[src/rtl/tagreuse_pkg.sv]
package tagreuse_pkg;
  typedef enum logic [1:0] {
    MODE_NORM  = 2'd0,
    MODE_TRACE = 2'd1,
    MODE_OMIT  = 2'd2
  } mode_e;
endpackage

[src/rtl/tr_mode_fsm.sv]
module tr_mode_fsm
  import tagreuse_pkg::*;
(
  input  logic  clk_i,
  input  logic  rst_ni,
  input  logic  fetch_i,
  input  logic  hit_i,
  input  logic  ptrs_avail_i,
  input  logic  force_i,
  input  logic  replay_last_i,
  output mode_e mode_o,
  output logic  trace_start_o,
  output logic  omit_start_o,
  output logic  rec_push_o,
  output logic  rec_write_o,
  output logic  replay_adv_o
);

  mode_e mode_q, mode_d;

  always_comb begin
    mode_d        = mode_q;
    trace_start_o = 1'b0;
    omit_start_o  = 1'b0;
    rec_push_o    = 1'b0;
    rec_write_o   = 1'b0;
    replay_adv_o  = 1'b0;
    if (force_i) begin
      // disturbing event wins over everything
      mode_d = MODE_NORM;
    end else if (fetch_i) begin
      unique case (mode_q)
        MODE_NORM: begin
          if (hit_i) begin
            if (ptrs_avail_i) begin
              omit_start_o = 1'b1;
              mode_d       = MODE_OMIT;
            end else begin
              trace_start_o = 1'b1;
              mode_d        = MODE_TRACE;
            end
          end
        end
        MODE_TRACE: begin
          if (hit_i) begin
            // write beats re-entry: next branch decision waits one visit
            rec_write_o = 1'b1;
            mode_d      = MODE_NORM;
          end else begin
            rec_push_o = 1'b1;
          end
        end
        MODE_OMIT: begin
          replay_adv_o = 1'b1;
          if (replay_last_i) mode_d = MODE_NORM;
        end
        default: mode_d = MODE_NORM;
      endcase
    end
  end

  always_ff @(posedge clk_i or negedge rst_ni) begin
    if (!rst_ni) mode_q <= MODE_NORM;
    else         mode_q <= mode_d;
  end

  assign mode_o = mode_q;

endmodule

[src/rtl/tr_rec_buf.sv]
module tr_rec_buf #(
  parameter int PC_W   = 32,
  parameter int WAY_W  = 2,
  parameter int NUM_WP = 4,
  parameter int CNT_W  = 3
) (
  input  logic                    clk_i,
  input  logic                    rst_ni,
  input  logic                    start_i,
  input  logic [PC_W-1:0]         pc_i,
  input  logic                    taken_i,
  input  logic                    push_i,
  input  logic [WAY_W-1:0]        way_i,
  output logic [PC_W-1:0]         pend_pc_o,
  output logic                    pend_taken_o,
  output logic [NUM_WP*WAY_W-1:0] rec_o,
  output logic [CNT_W-1:0]        cnt_o
);

  localparam logic [CNT_W-1:0] FULL = CNT_W'(NUM_WP);

  logic [PC_W-1:0]  pend_pc_q;
  logic             pend_taken_q;
  logic [CNT_W-1:0] cnt_q;
  logic             room;

  assign room = (cnt_q < FULL);

  always_ff @(posedge clk_i or negedge rst_ni) begin
    if (!rst_ni) begin
      pend_pc_q    <= '0;
      pend_taken_q <= 1'b0;
      cnt_q        <= '0;
    end else if (start_i) begin
      pend_pc_q    <= pc_i;
      pend_taken_q <= taken_i;
      cnt_q        <= '0;
    end else if (push_i && room) begin
      cnt_q <= cnt_q + CNT_W'(1);
    end
  end

  // one slot register per pointer; a full buffer matches no slot, so excess ways drop
  for (genvar s = 0; s < NUM_WP; s++) begin : g_slot
    logic [WAY_W-1:0] slot_q;
    always_ff @(posedge clk_i or negedge rst_ni) begin
      if (!rst_ni)                                   slot_q <= '0;
      else if (push_i && !start_i && cnt_q == CNT_W'(s)) slot_q <= way_i;
    end
    assign rec_o[s*WAY_W +: WAY_W] = slot_q;
  end

  assign pend_pc_o    = pend_pc_q;
  assign pend_taken_o = pend_taken_q;
  assign cnt_o        = cnt_q;

endmodule

[src/rtl/tr_replay_buf.sv]
module tr_replay_buf #(
  parameter int WAYS   = 4,
  parameter int WAY_W  = 2,
  parameter int NUM_WP = 4,
  parameter int CNT_W  = 3
) (
  input  logic                    clk_i,
  input  logic                    rst_ni,
  input  logic                    load_i,
  input  logic [NUM_WP*WAY_W-1:0] ptrs_i,
  input  logic [CNT_W-1:0]        cnt_i,
  input  logic                    adv_i,
  output logic [WAYS-1:0]         way_en_o,
  output logic                    last_o
);

  logic [NUM_WP*WAY_W-1:0] ptr_q;
  logic [CNT_W-1:0]        cnt_q, idx_q;
  logic [WAY_W-1:0]        cur;

  always_ff @(posedge clk_i or negedge rst_ni) begin
    if (!rst_ni) begin
      ptr_q <= '0;
      cnt_q <= '0;
      idx_q <= '0;
    end else if (load_i) begin
      ptr_q <= ptrs_i;
      cnt_q <= cnt_i;
      idx_q <= '0;
    end else if (adv_i) begin
      idx_q <= idx_q + CNT_W'(1);
    end
  end

  always_comb begin
    cur = '0;
    for (int i = 0; i < NUM_WP; i++) begin
      if (idx_q == CNT_W'(i)) cur = ptr_q[i*WAY_W +: WAY_W];
    end
  end

  for (genvar w = 0; w < WAYS; w++) begin : g_dec
    assign way_en_o[w] = (cur == WAY_W'(w));
  end

  assign last_o = ((idx_q + CNT_W'(1)) == cnt_q);

endmodule

[src/rtl/tagreuse_ctrl.sv]
module tagreuse_ctrl
  import tagreuse_pkg::*;
#(
  parameter int PC_W   = 32,
  parameter int WAYS   = 4,
  parameter int NUM_WP = 4,
  // derived
  parameter int WAY_W  = $clog2(WAYS),
  parameter int CNT_W  = $clog2(NUM_WP + 1)
) (
  input  logic                    clk_i,
  input  logic                    rst_ni,
  input  logic                    fetch_vld_i,
  input  logic [PC_W-1:0]         pc_i,
  input  logic                    btb_hit_i,
  input  logic                    pred_taken_i,
  input  logic [NUM_WP*WAY_W-1:0] btb_wp_i,
  input  logic [CNT_W-1:0]        btb_wp_cnt_i,
  input  logic [WAY_W-1:0]        ic_hit_way_i,
  input  logic                    ic_miss_i,
  input  logic                    mispred_i,
  input  logic                    ras_access_i,
  input  logic                    btb_repl_i,
  output logic [1:0]              mode_o,
  output logic                    tag_chk_o,
  output logic [WAYS-1:0]         way_en_o,
  output logic                    wp_wr_o,
  output logic [PC_W-1:0]         wp_wr_pc_o,
  output logic                    wp_wr_taken_o,
  output logic [NUM_WP*WAY_W-1:0] wp_wr_data_o,
  output logic [CNT_W-1:0]        wp_wr_cnt_o,
  output logic                    wp_inv_all_o
);

  mode_e           mode;
  logic            force_norm;
  logic            trace_start, omit_start, rec_push, rec_write, replay_adv, replay_last;
  logic [WAYS-1:0] replay_en;

  assign force_norm = ic_miss_i | btb_repl_i | ras_access_i | mispred_i;

  tr_mode_fsm u_fsm (
    .clk_i         (clk_i),
    .rst_ni        (rst_ni),
    .fetch_i       (fetch_vld_i),
    .hit_i         (btb_hit_i),
    .ptrs_avail_i  (btb_wp_cnt_i != '0),
    .force_i       (force_norm),
    .replay_last_i (replay_last),
    .mode_o        (mode),
    .trace_start_o (trace_start),
    .omit_start_o  (omit_start),
    .rec_push_o    (rec_push),
    .rec_write_o   (rec_write),
    .replay_adv_o  (replay_adv)
  );

  tr_rec_buf #(
    .PC_W(PC_W), .WAY_W(WAY_W), .NUM_WP(NUM_WP), .CNT_W(CNT_W)
  ) u_rec (
    .clk_i        (clk_i),
    .rst_ni       (rst_ni),
    .start_i      (trace_start),
    .pc_i         (pc_i),
    .taken_i      (pred_taken_i),
    .push_i       (rec_push),
    .way_i        (ic_hit_way_i),
    .pend_pc_o    (wp_wr_pc_o),
    .pend_taken_o (wp_wr_taken_o),
    .rec_o        (wp_wr_data_o),
    .cnt_o        (wp_wr_cnt_o)
  );

  tr_replay_buf #(
    .WAYS(WAYS), .WAY_W(WAY_W), .NUM_WP(NUM_WP), .CNT_W(CNT_W)
  ) u_replay (
    .clk_i    (clk_i),
    .rst_ni   (rst_ni),
    .load_i   (omit_start),
    .ptrs_i   (btb_wp_i),
    .cnt_i    (btb_wp_cnt_i),
    .adv_i    (replay_adv),
    .way_en_o (replay_en),
    .last_o   (replay_last)
  );

  assign mode_o       = mode;
  assign tag_chk_o    = (mode != MODE_OMIT);
  assign way_en_o     = (mode == MODE_OMIT) ? replay_en : {WAYS{1'b1}};
  assign wp_wr_o      = rec_write;
  assign wp_inv_all_o = ic_miss_i;

endmodule

[config.mk]
export PLATFORM = sky130hd
export DESIGN_NAME = tagreuse_ctrl
export DESIGN_NICKNAME = d
export VERILOG_FILES = /design/src/rtl/tagreuse_pkg.sv /design/src/rtl/tr_mode_fsm.sv /design/src/rtl/tr_rec_buf.sv /design/src/rtl/tr_replay_buf.sv /design/src/rtl/tagreuse_ctrl.sv
export SDC_FILE = /design/constraint.sdc
export NUM_CORES = 1
export LEC_CHECK = 0
export BUFFER_PORTS_ARGS = -buffer_cell sky130_fd_sc_hd__buf_2
export CAP_MARGIN = 10
export CORE_UTILIZATION = 45
export DETAILED_ROUTE_END_ITERATION = 6
export MAX_ROUTING_LAYER = met4
export PLACE_DENSITY = 0.8
export REMOVE_ABC_BUFFERS = 1
export SLEW_MARGIN = 0
export SYNTH_ARGS = -nofsm -noshare
export SYNTH_HDL_FRONTEND = slang
export SYNTH_SLANG_ARGS = --single-unit
[constraint.sdc]
create_clock -name clk_i -period 2.42 [get_ports clk_i]
set_clock_uncertainty 0.05 [all_clocks]
set_input_delay 0.484 -clock clk_i [delete_from_list [all_inputs] [get_ports clk_i]]
set_output_delay 0.484 -clock clk_i [all_outputs]
set_load 0.005 [all_outputs]
---- Word level (Yosys, flattened, before mapping) ----
Index checks and enable logic that the tools add are counted.
operators by class
  bitwise logic cells ..................... 3
  magnitude comparators ................... 1
  equality and inequality tests ........... 16
  add/sub/neg operators ................... 2
  mux-type cells .......................... 37
  reduce and logical (&&, ||, !) cells .... 16
operator list
  kind                 count
  $mux 1               21
  $mux 2               10
  $eq 3x2->1 const B   4
  $mux 3               4
  $ne 3x3->1 const B   3
  $add 3x1->3 const B  2
  $eq 2x2->1 const B   3
  $eq 3x1->1 const B   2
  $logic_and 1x1->1    6
  $logic_not 3->1      2
  $pmux 2 s3           1
  $reduce_bool 2->1    3
  $eq 2x1->1 const B   2
  $logic_not 2->1      2
  $mux 4               1
  $reduce_and 4->1     1
  $eq 3x3->1           1
  $lt 3x3->1 const B   1
  $or 1x1->1           3
  $reduce_bool 3->1    1
  $ne 2x2->1 const B   1
  $logic_not 1->1      1
storage, ports and cells
  input port bits ......................... 54
  register bits after elaboration ......... 60
  output and inout port bits .............. 53

---- Depth between registers and ports, before layout ----
Gate-level depths: netlist of run 1.
  word-level depth ........................ 9
  mapped depth ............................ 6
  mapped depth without buffers ............ 6

---- Modules after synthesis ----
From an unflattened synthesis of run 1, not the netlist that was laid out.
second synthesis, totals
  cell total of the unflattened synthesis .. 194
  area, all modules ....................... 2,762.6 µm²
modules (own cells, without submodules)
  module         instances  cells each  area an instance (µm²)  seq. area each (µm²)
  tr_rec_buf     1          110         1,765.4                 1,101.1
  tr_replay_buf  1          60          749.5                   350.3
  tr_mode_fsm    1          16          183.9                   50.0
  tagreuse_ctrl  1          8           63.8                    0.0

---- Worst setup path after synthesis of run 1 ----
No wires, ideal clock.
  path kind ............................... in2reg
  start point ............................. input btb_repl_i
  end point ............................... register u_rec.pend_pc_q[24], in the netlist u_rec.pend_pc_o[24]
  library setup time ...................... 0.125 ns
  slack ................................... 0.352 ns
  cell stages on the path ................. 6
  data required time ...................... 2.245 ns
  buffers on the path ..................... 2
  data arrival time ....................... 1.893 ns
  cells stage by stage .................... nor4_4 -> nand4b_1 -> or4_1 -> buf_6 -> buf_6 -> mux2_4
between the ends
  cells in the longest elaborated chain, start to end .. 4
ends and longest elaborated chain
  item                      RTL line             RTL
  from (decl)               tagreuse_ctrl.sv:23  input logic btb_repl_i,
  $or 1x1->1 (3 in series)  tagreuse_ctrl.sv:40  assign force_norm = ic_miss_i | btb_repl_i | ras_access_i | mispred_i;
  $mux 1                    tr_mode_fsm.sv:28    if (force_i) begin
  to (signal assigned)      tr_rec_buf.sv:35     pend_pc_q <= pc_i;
  to (decl)                 tr_rec_buf.sv:22     logic [PC_W-1:0] pend_pc_q;
Every way passes these cells.
A chain may end at the register's enable or synchronous reset.

---- Final worst setup path of run 1 ----
  start point ............................. register u_replay.idx_q[1]
  end point ............................... output way_en_o[0]
between the ends
  cells in the longest elaborated chain, start to end .. 7
ends and longest elaborated chain
  item                    RTL line             RTL
  from (decl)             tr_replay_buf.sv:18  logic [CNT_W-1:0] cnt_q, idx_q;
  from (signal assigned)  tr_replay_buf.sv:31  idx_q <= idx_q + CNT_W'(1);
  $logic_not 3->1         tr_replay_buf.sv:38  if (idx_q == CNT_W'(i)) cur = ptr_q[i*WAY_W +: WAY_W];
  $mux 2 (3 in series)    tr_replay_buf.sv:38
  $mux 2 (*)              tr_replay_buf.sv:38
  $logic_not 2->1 (*)     tr_replay_buf.sv:43  assign way_en_o[w] = (cur == WAY_W'(w));
  $mux 4 (*)              tagreuse_ctrl.sv:89  assign way_en_o = (mode == MODE_OMIT) ? replay_en : {WAYS{1'b1}};
  to (decl)               tagreuse_ctrl.sv:26  output logic [WAYS-1:0] way_en_o,
Every way passes the cells marked *; elsewhere a longest branch is shown, timed or not.

==> impl_metrics.yaml, run 1 <==
finish:
  area_delta_synth_final_pct: 31.3
  fillers: 506
  multi_input_area_sq_um: 1210
  antenna_cells: 0
  layout.area.seq_sq_um: 1500
  finish.net_count: 375
  drive_above_1_share_pct: 61.1
clocking:
  numCtsBuffers: 9
  htree_levels: 3
  cts_num_sinks: 60
  clock_path_buffers: 2
  cts_root_buf: "clkbuf_8"
  insertion_delay_ns: 0.33
  cts_tree: "done"
  cts.clk_slew.worst_paths_ns: 0.07
global_route:
  grt_pass1_wl_um: 8530
  track_usage_pct: 18.0
  grt_pass1_vias: 1948
  grt_max_degree: 37
  antenna_found_initial: 0
  globalRoute.totalOverflow: 0
logic_synthesis:
  yosys-top-cells-area: "dfrtp_1 (54%), mux2_4 (14%), mux2_2 (10%), ha_1 (4.5%), buf_12 (1.4%)"
  synth_area_leader_cell: "dfrtp_1"
  synth-seq-area-share_pct: 53.7
  synth_top_area_share_pct: 53.7
  syn_inst: 194
  synth_xor_area_share_pct: 1.57
  synth_compound_area_share_pct: 4.34
  synth-adder-area-share_pct: 4.47
  synth_simple_gate_area_share_pct: 6.75
  synth-seq-cells: 60
  async_reset_ff_share_pct: 100
  synth_warnings: 0
  synth_top_family_by_area: "multiplexers"
  synth_edf_count: 0
  syn_avg_cell_area_sq_um: 14.4
  synth_area_sq_um: 2800
  muxShareOfSynthArea_pct: 25.3
  synthFlopType: "dfrtp_1"
  synth.distinct_cells: 35
timing:
  clock.fmax_mhz: 427
  setup_viol: 0
  period_minus_slack_ns: 2.34
  min_period_over_period_pct: 96.8
  final_hold_viol_count: 0
  slew_violations: 0
  tightest_slew_ns: 0.763
  worst_hold_slack_ns: 0.178
  slew-limit-headroom_pct: 49.1
worst_setup_path:
  endpoint_kind: "primary output"
  ff2ff_path_depth: 5
  worstReg2RegStart: "u_fsm.mode_o[0]"
  critPathLaunch: "u_replay.idx_q[1]"
  crit_type: "reg2out"
  crit_path_max_fanout: 4
  cp.required_ns: 1.89
  crit_arrival_ns: 1.81
  startpoint_type: "flip-flop"
place:
  routabilityCongestion: 0.690
  numPortBuffers: 106
  dp_hpwl_um: 3870
die:
  die_area_sq_um: 6540
  placeableCoreArea_sq_um: 5960
  die_y_um: 80.9
  ios: 107
  start_util_pct: 47.0
  rows: 28
  die_x_um: 80.9
drt:
  wl_per_cell_um: 13.7
  antenna_left: 0
  viasPerCell: 4.95
  routed-via-count: 1934
  post-route-drc-count: 0
  wirelength_um: 5340
  drt-pass1-iter-count: 4
  drt_iter0_markers: 36
power:
  total_power_mw: 2.38
  p_leak_nw: 2.04
  powerDensity_nw_per_um2: 648
  vdd_drop_max_v: 0.000408
run_status:
  status: "finished clean"
min_path:
  hold_path.class: "in2async"
flow_run:
  drv_cap: 0
[power breakdown]
part	leakage (nW)	internal [mW]	switching, mW
clock	0.122	0.661	0.380
combinational	1.10	0.139	0.0924
sequential	0.814	1.07	0.0394
total	2.04	1.87	0.512
[synthesized netlist by cell type (2+ instances only)]
| master | n |
|---|---|
| dfrtp_1 | 60 |
| buf_12 | 2 |
| buf_6 | 2 |
| nand2_1 | 4 |
| o21ai_0 | 7 |
| mux2_4 | 27 |
| inv_1 | 8 |
| ha_1 | 10 |
| and2_1 | 2 |
| nand2b_1 | 2 |
| nor3_1 | 4 |
| a32o_1 | 2 |
| nand3_1 | 3 |
| a21oi_1 | 2 |
| nor2_1 | 7 |
| mux2_2 | 26 |
| nor2b_1 | 3 |
| a32oi_1 | 2 |
| xnor2_1 | 4 |
| or4_1 | 2 |
[critical path: stages, from the launching register on]
cell and delay [ns]:
dfrtp_1 0.41, buf_4 0.15, ha_2 0.19, a21oi_2 0.12, o21ai_2 0.08, a32o_1 0.27
o21ai_1 0.13, buf_2 0.13
[repair_timing]
action	4_1_cts	5_1_grt
setup endpoints to repair	4	4
hold buffers	0	0
buffers inserted	1	1
gates resized for setup	3	10
[metal layers]
layer	wire length (um)	track usage (%)	vias up
li1	-	-	925
met1	2350	21.0	923
met2	2560	28.7	75
met3	332	4.27	11
met4	100	10.0	0
met5	0	-	-
[final cells by class]
type | instances | area share (%)
clock buffer | 12 | 4.50
clock inverter | 4 | 1.91
inverter | 8 | 0.818
multi-input combinational | 119 | 33.1
sequential | 60 | 40.9
tap | 75 | 2.56
timing repair buffer | 113 | 16.2
[layout by cell type (no fill, tap or decap), types with 4 or more instances in the layout]
master and instances:
clkbuf_8 12, dfrtp_1 59, xnor2_1 4, ha_1 7, buf_2 106, nor3_1 4, mux2_4 27, mux2_2 26
nor2_1 6, nand2_1 4, buf_4 6, inv_1 8
[sequential cells by signal, summed over array words and instances (netlist names)]
| register | flops |
|---|---|
| u_fsm.mode_o | 2 |
| u_rec.cnt_o | 3 |
| u_rec.g_slot.slot_q | 8 |
| u_rec.pend_pc_o | 32 |
| u_rec.pend_taken_o | 1 |
| u_replay.cnt_q | 3 |
| u_replay.idx_q | 3 |
| u_replay.ptr_q | 8 |
[worst paths after layout]
path,end,slack (ns)
min,u_rec.g_slot[2].slot_q[1],0.18
max reg2reg,u_rec.pend_pc_o[10],0.33
min reg2reg,u_rec.g_slot[2].slot_q[0],0.45
max in group asynchronous,u_replay.idx_q[0],1.46
max,way_en_o[0],0.08
min in group clk_i,u_rec.pend_pc_o[8],0.33
[per-stage QoR]
step	setup TNS [ns]	cell area (sq um)	instances	util, %	worst slack (ns)
CTS	0	3640	390	61.1	0.0165
finish	0	3670	391	61.7	0.0768
detailed placement	-0.00452	3390	373	57.0	-0.00452
global placement	0	3390	373	57.0	0.0249
floorplan	-7.24	2720	187	-	-0.217
global route	-0.0214	3670	391	61.7	-0.0112
[logic make-up (layout without fill, tap and decap cells)]
logic type / Yosys count / after routing
fa+ha+maj: 10 / 10
buf+inv: 15 / 137
flops: 60 / 60
mux: 54 / 54
xor+xnor: 5 / 5
simple gates: 32 / 32
compound gates: 18 / 18
No activity file was read; power rests on OpenSTA's default activity.
==> run 2, diff against run 1 <==
Settings changed: CORE_ASPECT_RATIO set to 0.6, GPL_TIMING_DRIVEN set to 0.
==> run 2 against run 1 <==
Die area up 0.15%. Total power down 1.2%. Sequential share of layout area down 0.25 points. Clock-buffer cell count down 2. Clock power down 4%. Non-clock buffer count down 2. Sequential power about the same. Final cell count up 0.77%. Largest power group unchanged.
==> impl_metrics.yaml, run 2 (same netlist as run 1, synthesis figures left out) <==
timing:
  tightest_slew_ns: 0.614
  min_period_over_period_pct: 95.4
  clock.fmax_mhz: 433
  setup_viol: 0
  period_minus_slack_ns: 2.31
  slew_violations: 0
  slew-limit-headroom_pct: 59.1
  final_hold_viol_count: 0
finish:
  layout_commonest_cell: "buf_2"
  antenna_cells: 0
  finish.net_count: 373
  drive_above_1_share_pct: 61.5
  final_area_sq_um: 3690
  largest_register_ffs: 32
  final_cell_mix: "buf_2 (106), dfrtp_1 (59), mux2_4 (27), mux2_2 (26), clkbuf_8 (10)"
  area_delta_synth_final_pct: 32.1
drt:
  post-route-drc-count: 0
  viasPerCell: 4.93
  routed-via-count: 1943
  drt_iter0_markers: 86
  wirelength_um: 5920
  wl_per_cell_um: 15.0
  antenna_left: 0
  drt-pass1-iter-count: 4
power:
  powerDensity_nw_per_um2: 636
  p_leak_nw: 2.03
  total_power_mw: 2.35
  vdd_drop_max_v: 0.000315
worst_setup_path:
  crit_path_max_fanout: 4
  cp.required_ns: 1.89
  crit_chain: "buf_4 > ha_4 > a21oi_2 > o21ai_2 > a32o_1 > o21ai_0 > buf_2"
  crit_type: "reg2out"
  worstReg2RegStart: "u_fsm.mode_o[0]"
  endpoint_kind: "primary output"
  r2r_end: "u_rec.pend_pc_o[20]"
  r2r_slack_ns: 0.23
  ff2ff_path_depth: 5
  startpoint_type: "flip-flop"
  crit_arrival_ns: 1.77
  critPathMaxStageDelay_ns: 0.40
  critPathSlowestCell: "dfrtp_1"
die:
  rows: 21
  start_util_pct: 48.4
  die_area_sq_um: 6550
  placeableCoreArea_sq_um: 5780
  die_y_um: 63.1
  die_x_um: 104
  ios: 107
clocking:
  insertion_delay_ns: 0.33
  htree_levels: 3
  cts_num_sinks: 60
  cts.clk_slew.worst_paths_ns: 0.06
  numCtsBuffers: 9
  clock_path_buffers: 2
  cts_tree: "done"
  cts_root_buf: "clkbuf_8"
place:
  numPortBuffers: 106
  dp_hpwl_um: 4410
  place_area_sq_um: 3400
  routabilityCongestion: 0.755
min_path:
  hold_path.class: "in2async"
global_route:
  grt_pass1_wl_um: 9940
  grt_pass1_vias: 1966
  globalRoute.totalOverflow: 0
  antenna_found_initial: 0
  grt_max_degree: 35
  track_usage_pct: 20.4
run_status:
  status: "finished clean"
flow_run:
  drv_cap: 0
[run 2: area by class of cell]
cell class                      instances  area, sq um
Fill cell                             450         2090
Clock inverter                          6         87.6
Clock buffer                           10          138
Timing Repair Buffer                  111          604
Multi-Input combinational cell        119         1230
Sequential cell                        60         1500
Inverter                                8         30.0
Tap cell                               80          100
[run 2: worst max path at each step]
| stage | end | start | depth (start not counted) |
|---|---|---|---|
| 2_1_floorplan | u_rec.pend_pc_o[10] | btb_repl_i | 4 |
| 3_3_place_gp | u_rec.pend_pc_o[29] | btb_repl_i | 5 |
| 3_5_place_dp | u_rec.pend_pc_o[20] | btb_repl_i | 6 |
| 4_1_cts | way_en_o[2] | u_replay.idx_q[0] | 6 |
| 5_1_grt | way_en_o[1] | u_replay.idx_q[1] | 7 |
| 6_report | way_en_o[1] | u_replay.idx_q[1] | 7 |
[run 2: per-stage QoR]
stage	util, %	setup WS [ns]	std cells	TNS [ns]	hold WS, ns
final	63.9	0.112	394	0	0.115
after global routing	63.9	-0.0259	394	-0.0505	0.137
after CTS	62.9	0.0268	392	0	0.112
after detailed placement	58.8	-0.397	375	-12.13	0.439
after global placement	57.9	-0.683	373	-25.68	0.435
after floorplan	-	-0.217	187	-7.24	0.138
[run 2: routing by layer]
layer	up-vias	share of wire (%)	track usage, %
li1	917	-	-
met1	934	47	26.6
met2	87	45	29.7
met3	5	7.4	7.66
met4	0	0.78	5.89
met5	-	0	-
[run 2: worst max-delay path, delay by kind of cell (launching register included)]
family | cells | cell delay [ns]
AOI/OAI and AO/OA | 4 | 0.58
adders and majority gates | 1 | 0.17
buffers and inverters | 2 | 0.29
DFF | 1 | 0.40
[run 2: report_power, final]
| group | switching (mW) | internal [mW] | total [mW] |
|---|---|---|---|
| combinational | 0.0998 | 0.142 | 0.242 |
| clock | 0.396 | 0.605 | 1.00 |
| sequential | 0.0403 | 1.07 | 1.11 |
[run 2: what timing repair did]
item | in CTS | in global routing
setup buffers | 1 | 1
setup endpoints to repair | 22 | 4
resized for setup | 3 | 12
hold buffers | 0 | 0
==> run 3, diff against run 2 <==
Settings changed: ABC_AREA set to 1.
==> run 3 against run 2 <==
Core utilization is 1.4 points lower. Wire length grew 2.2%. Flip-flop and latch count did not move. Fmax is 2.0% higher. Synthesized cell count grew 81%. Setup slack gained 0.046 ns. Final cell count up 39%. First-iteration DRC count grew 22%. Combinational power is 26% higher. Sequential power about the same. Cell area fell by 1.7%. Area after synthesis grew 1.0%. Largest power group unchanged. Highest routed layer unchanged.
==> impl_metrics.yaml, run 3 <==
timing:
  rsz0062_at_grt: "no"
  setup_viol: 0
  min_period_over_period_pct: 93.5
  worst_hold_slack_ns: 0.0523
  slew-limit-headroom_pct: 68.5
  slew_violations: 0
  tns_ns: 0
  clock.fmax_mhz: 442
  period_minus_slack_ns: 2.26
  final_hold_viol_count: 0
  tightest_slew_ns: 0.473
drt:
  viasPerCell: 4.53
  drt-pass1-iter-count: 4
  post-route-drc-count: 0
  wirelength_um: 6060
  wl_per_cell_um: 11.1
  routed-via-count: 2480
  drt_iter0_markers: 105
  antenna_left: 0
logic_synthesis:
  synth_xor_area_share_pct: 0.310
  synth_compound_area_share_pct: 2.39
  yosys-top-cells-area: "dfrtp_1 (53%), nand2_1 (24%), inv_1 (4.5%), ha_1 (4.4%), nor2_1 (2.3%)"
  syn_avg_cell_area_sq_um: 8.03
  synth_warnings: 0
  async_reset_ff_share_pct: 100
  synth-seq-cells: 60
  syn_inst: 352
  synth-adder-area-share_pct: 4.43
  yosysMostFrequentCell: "nand2_1"
  synth_top_family_by_area: "simple AND/OR/NAND/NOR gates"
  muxShareOfSynthArea_pct: 0
  synth_edf_count: 0
  synth_area_sq_um: 2830
  synth_top_area_share_pct: 53.1
  synth_area_leader_cell: "dfrtp_1"
  yosys-top-cells-count: "nand2_1 (183), dfrtp_1 (60), inv_1 (34)"
  synth.distinct_cells: 25
  synth-seq-area-share_pct: 53.1
  synth_simple_gate_area_share_pct: 32.6
  synthFlopType: "dfrtp_1"
power:
  total_power_mw: 2.33
  powerDensity_nw_per_um2: 641
  p_leak_nw: 2.23
  vdd_drop_max_v: 0.000355
worst_setup_path:
  crit_arrival_ns: 1.73
  endpoint_kind: "primary output"
  cp.required_ns: 1.89
  crit_type: "reg2out"
  startpoint_type: "flip-flop"
  crit_path_max_fanout: 5
finish:
  fillers: 511
  drive_above_1_share_pct: 30.8
  largest_register_ffs: 32
  final_cell_mix: "nand2_1 (182), buf_2 (106), dfrtp_1 (59), inv_1 (32), nor2_1 (16)"
  final_area_sq_um: 3630
  area_delta_synth_final_pct: 28.5
  finish.net_count: 526
  layout_commonest_cell: "nand2_1"
die:
  die_area_sq_um: 6610
  ios: 107
  die_x_um: 104
  rows: 21
  placeableCoreArea_sq_um: 5810
  die_y_um: 63.4
  start_util_pct: 48.7
global_route:
  antenna_found_initial: 1
  globalRoute.totalOverflow: 0
  track_usage_pct: 22.0
  grt_pass1_wl_um: 11000
  grt_max_degree: 42
  grt_pass1_vias: 2461
clocking:
  hold_buffers: 0
  cts_resized: 0
  numCtsBuffers: 9
  htree_levels: 3
  clock_path_buffers: 2
  post_cts_buffers: 0
  insertion_delay_ns: 0.33
  cts.clk_slew.worst_paths_ns: 0.07
  cts_tree: "done"
  cts_root_buf: "clkbuf_8"
  cts_num_sinks: 60
place:
  routabilityCongestion: 0.799
  place_area_sq_um: 3420
  dp_hpwl_um: 4380
  numPortBuffers: 106
run_status:
  status: "finished clean"
min_path:
  hold_path.class: "in2async"
flow_run:
  drv_cap: 0
## run 3: cell types whose count changed in the layout (fill, tap and decap cells not counted), sizes merged, moves of 5 or more
cell,delta
mux2,-53
o21ai,+5
nand3,+5
nand2,+181
nor2,+14
inv,+30
## run 3: final timing paths
path,from,slack [ns],cells after the start,end
min,rst_ni,0.05,1,u_fsm.mode_o[0]
min in group clk_i,pc_i[16],0.29,3,u_rec.pend_pc_o[16]
max reg2reg,u_fsm.mode_o[0],0.56,7,u_rec.pend_pc_o[15]
max in group asynchronous,rst_ni,1.70,2,u_rec.pend_pc_o[22]
max,u_replay.idx_q[0],0.16,11,way_en_o[1]
min reg2reg,u_rec.g_slot[1].slot_q[0],0.42,2,u_rec.g_slot[1].slot_q[0]
## run 3: logic make-up (layout without fill, tap and decap cells)
kind of cell | Yosys count | in the layout
and+or+nand+nor | 223 | 223
DFF | 60 | 60
buffers and inverters | 45 | 160
AOI/OAI and AO/OA | 13 | 13
adders and majority gates | 10 | 10
xor gates and xnor gates | 1 | 1
other | 0 | 1
## run 3: per-layer routing
layer | up-vias | share of wire (%) | GRT usage [%] | wire length [um]
met4 | 0 | 0.46 | 5.71 | 28
met5 | - | 0 | - | 0
li1 | 1280 | - | - | -
met1 | 1102 | 50 | 27.2 | 3050
met3 | 6 | 8.1 | 9.63 | 492
met2 | 92 | 41 | 32.9 | 2480
## run 3: per-stage QoR
step           std cells  util, %  worst slack, ns
5_1_grt              548     62.6           0.0124
2_1_floorplan        344        -            0.640
3_5_place_dp         531     58.8            0.297
6_report             548     62.6            0.158
3_3_place_gp         530     58.5            0.354
4_1_cts              547     62.3           0.0385
## run 3: area by class of cell
| cell class | instances | area (sq um) | area share (%) |
|---|---|---|---|
| Inverter | 37 | 140 | 3.86 |
| Clock buffer | 10 | 128 | 3.51 |
| Antenna cell | 1 | 2.50 | 0.0689 |
| Tap cell | 80 | 100 | 2.76 |
| Timing Repair Buffer | 107 | 551 | 15.2 |
| Sequential cell | 60 | 1500 | 41.4 |
| Clock inverter | 6 | 72.6 | 2.00 |
| Multi-Input combinational cell | 247 | 1140 | 31.3 |
## run 3: critical path: stages, from the launching register on
cell and delay (ns):
dfrtp_2 0.45, ha_2 0.19, ha_2 0.18, inv_1 0.06, o21ai_1 0.06, inv_1 0.05
nand2_1 0.05, nand2_2 0.09, inv_1 0.04, nand2_1 0.05, nand2_1 0.04, buf_2 0.12
## run 3: report_power, final
part	switching, mW	internal, mW	leakage [nW]
sequential	0.0468	1.07	0.805
clock	0.415	0.486	0.0975
combinational	0.169	0.135	1.33
total	0.632	1.70	2.23
